--- src/rtl/modem_ctl_stat.sv ---
module modem_ctl_stat #(
  parameter int SYNC_STAGES = 2
) (
  input  logic       clk,
  input  logic       rst_n,
  input  logic       ctl_wr,
  input  logic [7:0] ctl_wdata,
  output logic [7:0] ctl_q,
  input  logic       stat_rd,
  output logic [7:0] stat_q,
  input  logic       cts_i,
  input  logic       dsr_i,
  input  logic       dcd_i,
  input  logic       ri_i,
  output logic       rts_o,
  output logic       dtr_o,
  output logic       out1_o,
  output logic       out2_o,
  output logic       msc_chg_o
);
  localparam int              CTL_W    = 5;
  localparam int              LN_W     = 4;
  localparam logic [LN_W-1:0] LINE_RST = 4'b1011;
  localparam logic [CTL_W-1:0] CTL_RST = 5'b01000;
  localparam int B_DTR = 0, B_RTS = 1, B_OUT1 = 2, B_OUT2 = 3, B_LOOP = 4;
  localparam int L_CTS = 0, L_DSR = 1, L_RI = 2, L_DCD = 3;

  logic [CTL_W-1:0]                  ctl_r;
  logic [SYNC_STAGES-1:0][LN_W-1:0]  sync_r;
  logic [LN_W-1:0]                   line_r, delta_r, line_nx, flip, delta_set, pins;

  assign pins = {dcd_i, ri_i, dsr_i, cts_i};

  always_ff @(posedge clk) begin
    if (!rst_n)      ctl_r <= CTL_RST;
    else if (ctl_wr) ctl_r <= ctl_wdata[CTL_W-1:0];
  end

  always_ff @(posedge clk) begin
    if (!rst_n) sync_r <= {SYNC_STAGES{LINE_RST}};
    else        sync_r <= {sync_r[SYNC_STAGES-2:0], pins};
  end

  assign line_nx = ctl_r[B_LOOP] ? {ctl_r[B_OUT2], ctl_r[B_OUT1], ctl_r[B_DTR], ctl_r[B_RTS]}
                                 : sync_r[SYNC_STAGES-1];
  assign flip    = line_nx ^ line_r;

  always_comb begin
    delta_set       = flip;
    delta_set[L_RI] = line_r[L_RI] & ~line_nx[L_RI];
  end

  always_ff @(posedge clk) begin
    if (!rst_n) begin
      line_r  <= LINE_RST;
      delta_r <= '0;
    end else begin
      line_r  <= line_nx;
      delta_r <= (stat_rd ? '0 : delta_r) | delta_set;
    end
  end

  assign stat_q    = {line_r, delta_r};
  assign ctl_q     = {{(8-CTL_W){1'b0}}, ctl_r};
  assign rts_o     = ctl_r[B_RTS] & ~ctl_r[B_LOOP];
  assign dtr_o     = ctl_r[B_DTR] & ~ctl_r[B_LOOP];
  assign out1_o    = ctl_r[B_OUT1];
  assign out2_o    = ctl_r[B_OUT2];
  assign msc_chg_o = |delta_r;
endmodule


--- config.mk ---
export PLATFORM = sky130hd
export DESIGN_NAME = modem_ctl_stat
export DESIGN_NICKNAME = d
export VERILOG_FILES = /design/src/rtl/modem_ctl_stat.sv
export SDC_FILE = /design/constraint.sdc
export NUM_CORES = 1
export LEC_CHECK = 0
export CAP_MARGIN = 0
export CORE_ASPECT_RATIO = 0.7
export CORE_UTILIZATION = 39
export CTS_CLUSTER_DIAMETER = 40
export DETAILED_ROUTE_END_ITERATION = 10
export PLACE_DENSITY_LB_ADDON = 0.1
export SYNTH_ARGS = -nofsm -noshare
export SYNTH_HDL_FRONTEND = slang
export SYNTH_SLANG_ARGS = --single-unit
--- constraint.sdc ---
create_clock -name clk -period 1.1 [get_ports clk]
set_input_delay 0.165 -clock clk [delete_from_list [all_inputs] [get_ports clk]]
set_output_delay 0.165 -clock clk [all_outputs]
set_load 0.05 [all_outputs]
# Yosys cells after proc, flatten, opt, wreduce, memory -nomap -nowiden
# Index checks and enable logic that the tools add are counted.
[totals]
ramBits = 0
regBits = 21
romBits = 0
elab_cells = 15
n_memories = 0
input_bits = 16
latchBits = 0
[op_classes]
shift = 0
reduce_logical = 1
n_eq_ne = 0
bitwise_logic = 7
n_lt_le_gt_ge = 0
n_div = 0
add_sub_neg = 0
n_mul = 0
muxes = 2
[ops]
columns = ["op", "count"]
rows = [
  ["2-to-1 mux 4 bit", 2],
  ["bitwise OR 4 bit", 1],
  ["OR reduction 4 bit", 1],
  ["XOR 4 bit", 1],
  ["AND 1 bit", 3],
  ["inverter 1 bit", 2],
]

# Depth between registers and ports, before layout
# Gate-level depths: netlist (run 1).
[logic_depth]
depth_word = 4
ltp_mapped = 4

# Worst setup path before layout (run 1)
# Ideal clock, no wire load.
[synth_timing]
path_type = "register -> output"
from = "reg delta_r[2]"
to = "out msc_chg_o"
stages_incl_launch_ff = 2
arrival_time_ps = 1292
setup_slack_ps = -357
path_buffers = 0
path_cell_list = "dfxtp_1 or4_1"
[synth_between]
elab_chain_cells = 1
[synth_lines]
columns = ["item", "line_no", "text"]
rows = [
  ["start: declaration", "30", "logic [LN_W-1:0] line_r, delta_r, line_nx, flip, delta_set, pins;"],
  ["start signal: assignment", "59", "delta_r <= (stat_rd ? '0 : delta_r) | delta_set;"],
  ["OR reduction 4 bit", "69", "assign msc_chg_o = |delta_r;"],
  ["end: declaration", "19", "output logic msc_chg_o"],
]
# No other way between the ends.

# Final worst setup path (run 1)
# Same ends and word-level chain as after synthesis.

==> results of run 1 <==
==> registers in the layout, indices dropped and copies added, names as in the netlist <==
register / cells
delta_r: 4
ctl_r: 5
line_r: 4
sync_r: 8
==> synthesized netlist by cell type (2+ instances only) <==
| master | count | area [µm²] |
|---|---|---|
| dfxtp_1 | 21 | 420.4 |
| nand2b_1 | 9 | 56.30 |
| nor2b_1 | 7 | 43.79 |
| mux2i_1 | 6 | 60.06 |
| buf_4 | 5 | 37.54 |
| nand2_1 | 4 | 15.01 |
| a21boi_1 | 3 | 22.52 |
| mux2i_2 | 3 | 41.29 |
| xor2_1 | 3 | 26.28 |
| and2_1 | 2 | 12.51 |
| and2b_2 | 2 | 17.52 |
| clkbuf_1 | 2 | 7.510 |
==> per-stage QoR <==
stage	hold slack, ns	worst slack, ns
after global routing	0.3980	-0.4451
after global placement	0.3890	-0.09449
after detailed placement	0.3945	-0.1007
after CTS	0.4008	-0.4077
final	0.4069	-0.3973
after floorplan	0.2380	-0.1054
==> worst max path at each step <==
stage                     startpoint        end  slack (ns)  cells after the start
after CTS                 delta_r[2]  msc_chg_o       -0.41                      2
final                     delta_r[2]  msc_chg_o       -0.40                      2
after detailed placement  delta_r[3]  msc_chg_o       -0.10                      2
after floorplan           delta_r[1]  msc_chg_o       -0.11                      1
after global placement    delta_r[3]  msc_chg_o       -0.09                      2
after global routing      delta_r[2]  msc_chg_o       -0.45                      2
==> cell usage in the layout (no fill, tap or decap) <==
cell and instances:
buf_12 18, and2b_2 2, dfxtp_4 3, nor2b_1 7, buf_4 5, mux2i_2 2, buf_8 1, clkinv_2 1
nand2b_1 9, xor2_1 3, clkbuf_4 3, clkdlybuf4s50_1 12, dfxtp_1 11, conb_1 3, and2_1 2, buf_6 6
dfxtp_2 7, or4_4 1, mux2i_1 5, a21oi_1 1, nand2_1 4, mux2i_4 2, a21boi_1 3
==> final cells by class <==
type	count	share of cell area, %
multi-input cells	44	23.89
repair buffers	42	41.70
flip-flops and latches	21	30.58
well taps	22	1.911
clock inverters	1	0.3475
clock buffers	3	1.564
==> layer usage <==
| layer | share of wire (%) | GRT usage (%) | routed length, µm |
|---|---|---|---|
| met1 | 44 | 17.26 | 681 |
| met2 | 49 | 20.18 | 749 |
| met3 | 5.7 | 6.271 | 88 |
| met4 | 0.98 | 3.659 | 15 |
| met5 | 0 | 0 | 0 |
==> cell families after synthesis <==
group | after synthesis
compound gates | 4
xor+xnor | 3
buf+inv | 9
flops | 21
mux | 9
other cells | 1
simple gates | 25
==> power groups by stage <==
stage / logic, µW / registers, µW / clock network, µW
after floorplan: 197 / 950 / 0
after global placement: 529 / 865 / 0
after detailed placement: 533 / 867 / 0
after CTS: 564 / 844 / 375
after global routing: 610 / 855 / 428
final: 586 / 850 / 364
==> repair_timing <==
item	in CTS	in global routing
setup endpoints to repair	4	14
endpoints found under the hold margin	0	0
pin swaps	3	4
buffers inserted	3	3
gates resized for setup	3	11
==> worst max-delay path, cell delays in order, from the launching register on <==
cell,delay [ns]
dfxtp_2,0.33
or4_4,0.53
buf_8,0.17
==> metrics.txt, run 1 <==
Power Total 1800 µW; area occupied by multi-input gates 344.1 µm²; Die Y-Extent 39.74 µm; cts hold-fix bufs 0; r2r endpoint delta_r[3]; Placed Cells 124; Synth Area in XOR/XNOR 3.312%; Fill cells 123; sw frac 30.52%; Routed Antenna Nets 0; FMAX 0.6679 GHz; Yosys reg bits 21; crit path time final 1.497 ns; Net Sw Power 549.2 µW; initial antenna violation count 0; I/O pins 37; final cycle utilization of the critical path 136.1%; Setup TNS -0.7750 ns; Pre-antenna DRT Iters 4; Seq. cell area 440.4 µm²; area grow syn2layout 81.55%; Seq pwr share 47.2%; reg2reg start ctl_r[4]; CTS Sinks 21; post-layout util 76.33%; Synth Area in Compound Gates 3.470%; Max Cap Viol 0; Starting DRT DRC Count 5; Final setup viols 6; Internal 1250 µW; Leak 0.0006043 µW; # rows 13; final instance area 1440 µm²; CP Launch Type flop; final worst-path setup slack -0.3973 ns; Post-Synth Simple-Gate Area 19.24%; critical path arrival 1.33 ns; VDD IR-drop max 1.029 mV; core area 1887 µm²; GRT Residual Overflow 0; first-pass GRT wire length 2.111 mm; share of post-route cells with drive strength above 1 45.95%; outcome finished with violations; Buffers on Ports 30; mux share of post-synthesis cell area 12.78%; WS Path Type flop to primary output; post-synthesis adder-cell area fraction 0%; power density cells 1250 nW/µm²; Post-synth EDFFs 0; mean number of vias per cell 4.444; total clock buffers created by CTS 3; Root Buffer clkbuf_4; placed wire-length estimate 1.052 mm; Syn Std Cell Area 793.3 µm²; element type at the critical path end primary output; Chip Width 55.91 µm; Nets 128; worst reg2reg setup slack -0.10 ns; Main synth FF type dfxtp_1; clock skew 0.001875 ns; Hold Vio Cnt, Final 0; Req. time, crit path 0.94 ns; clock power share 20.2%; fin cells 133; CTS H-tree depth 1; Cell variety after synth 17; Syn. warnings 0; initial core utilization 42.04%; Max Slew Vio Count 0; placed cell area 1320 µm²; Logic pwr share 32.6%; RSZ-0062 raised after global routing yes; vias in the first global route 463; largest net degree at the start of global routing 13; CTS clock-pin slew for the worst setup and hold paths 0.11 ns; Residual DRC 0; final RePlAce weighted congestion 0.6835; largest family of logic cells by synthesized area simple AND/OR/NAND/NOR gates; Max Root-Sink Buffers 2; worst hold endpoint sync_r[1]; Worst Reg-to-Reg Cells 5; WL final 1.535 mm; GRT Resource Usage Total 13.38%; CP max FO 2; CTS tree built; Mapped Avg Cell Area 11.02 µm²; violated checks negative setup slack; die area 2221 µm²; ANT cells 0; Hold Startpoint dsr_i; worst hold path cell count 2; vias 591; async set-reset flop share out of synthesis 0%; Worst-Skew Late Latency 0.30 ns; routed length per instance 11.54 µm; hold crit path type primary input to flop; sequential share of the synthesized area 53.00%; Syn Inst Count 72
Note: power is estimated with default switching activity, not from simulation.
==> inputs of run 2 (changes only) <==
Settings changed: CORE_ASPECT_RATIO 0.7 to 1.2.
==> run 2 against run 1 <==
Effect of this change: the run still ends with negative setup slack left; setup slack lost 0.0014 ns; critical path depth is the same; count of clock-buffer cells in the layout grew 1; critical path type unchanged.
==> metrics.txt, run 2 (same netlist as run 1, synthesis figures left out) <==
Root Buffer clkbuf_4; CTS H-tree depth 1 (unchanged); Largest Register sync_r; mean number of vias per cell 4.496 (+1.2%); fin cells 129 (-3.0%); hold crit path type flop to flop; crit path time final 1.499 ns (+0.001434 ns); share of post-route cells with drive strength above 1 43.64% (-2.3 points); CTS clock-pin slew for the worst setup and hold paths 0.11 ns (about the same); Power Total 1782 µW (-0.96%); WL final 1.542 mm (+0.46%); CP Launch Type flop; CP max FO 2 (unchanged); Regs by FF count sync_r (8), ctl_r (5); CP max stage cell or4_4; clock skew 0.003310 ns (+0.001435 ns); CP delay by family, top simple AND/OR/NAND/NOR gates; Starting DRT DRC Count 8 (+3); cts hold-fix bufs 0 (unchanged); Residual DRC 0 (unchanged); Req. time, crit path 0.94 ns (about the same); Nets 127 (-0.78%); Pre-antenna DRT Iters 3 (-1); FMAX 0.6672 GHz (about the same); violated checks negative setup slack; core area 1872 µm² (-0.80%); initial antenna violation count 0 (unchanged); vias 580 (-1.9%); CP Buf/Inv Count 1 (unchanged); Chip Width 43.17 µm (-23%); outcome finished with violations; Placed Cells 121 (-2.4%); met3 Use GR 3.180% (-3.1 points); final RePlAce weighted congestion 0.6798 (-0.54%); placed wire-length estimate 1.121 mm (+6.6%); first-pass GRT wire length 2.380 mm (+13%); final cycle utilization of the critical path 136.2% (about the same); VDD IR-drop max 1.009 mV (-2.0%); Buffers on Ports 30 (unchanged); Routed Antenna Nets 0 (unchanged); # rows 17 (+4); Fill cells 127 (+3.3%); number of flip-flops in the largest register 8 (unchanged); final worst-path setup slack -0.3987 ns (-0.001434 ns); Final setup viols 5 (-1); element type at the critical path end primary output; ANT cells 0 (unchanged); Max Root-Sink Buffers 2 (unchanged); GRT Residual Overflow 0 (unchanged); Hold Vio Cnt, Final 0 (unchanged); CTS Sinks 21 (unchanged); largest net degree at the start of global routing 13 (unchanged); critical path arrival 1.33 ns (about the same); gr busiest metal met2; Leak 0.0005899 µW (-2.4%); RSZ-0062 raised after global routing yes; WS Path Type flop to primary output; vias in the first global route 579 (+25%); CP max stage delay 0.53 ns (about the same); area grow syn2layout 78.08%; most common cell after layout, fill and taps aside buf_12; total clock buffers created by CTS 3 (unchanged); Max Cap Viol 0 (unchanged); routed length per instance 11.95 µm (+3.6%); post-layout util 75.47% (-0.86 points); global-route met1 utilization 15.94% (-1.3 points); power density cells 1262 nW/µm² (+0.97%); GRT Resource Usage Total 14.61% (+1.2 points); CP cell instances or4_4 > buf_8; grt met2 use 25.87% (+5.7 points); Worst-Skew Late Latency 0.29 ns (about the same); I/O pins 37 (unchanged); Hold Slack 0.4188 ns (+0.01192 ns); CTS tree built; Max Slew Vio Count 0 (unchanged); initial core utilization 42.38% (+0.34 points); die area 2219 µm² (-0.10%); most frequent cells in the layout buf_12 (17), clkdlybuf4s50_1 (12), dfxtp_1 (12), nand2b_1 (9); Setup WS pre-CTS -0.1056 ns (-0.004825 ns); Die Y-Extent 51.41 µm (+29%)
## run 2: per-stage QoR
stage                     TNS (ns)  instance area (µm²)
after detailed placement   -0.3338                 1304
after global placement     -0.2795                 1304
after CTS                  -0.7201                 1356
after global routing        -1.086                 1413
final                      -0.6875                 1413
after floorplan            -0.2386                820.8
## run 2: layout make-up
cell class                      instances  area [µm²]  share of cell area (%)
Sequential cell                        21       436.7                   30.91
Timing Repair Buffer                   41       573.1                   40.57
Multi-Input combinational cell         44       352.8                   24.98
Tap cell                               19       23.77                   1.683
Clock buffer                            4       26.28                   1.860
## run 2: power breakdown
part / switching, µW / total (µW) / internal, µW
combinational: 276 / 577 / 302
clock: 215 / 356 / 141
sequential: 43.7 / 850 / 806
total: 534 / 1780 / 1250
## run 2: routing by layer
layer	vias to the layer above	wire (µm)
met5	-	0
met4	0	26
met3	2	45
met2	15	875
met1	269	594
li1	294	-
## run 2: final timing paths
path | startpoint | end | slack [ns] | depth (start not counted)
worst max register to register | ctl_r[4] | delta_r[0] | -0.02 | 4
worst min-delay path | sync_r[0] | sync_r[4] | 0.42 | 1
worst min register to register | sync_r[0] | sync_r[4] | 0.42 | 1
worst max-delay path | delta_r[2] | msc_chg_o | -0.40 | 2
## run 2: repair_timing
action / 4_1_cts / 5_1_grt
buffers inserted: 2 / 3
endpoints found under the setup margin: 3 / 9
pin swaps: 2 / 1
gates resized for setup: 3 / 7
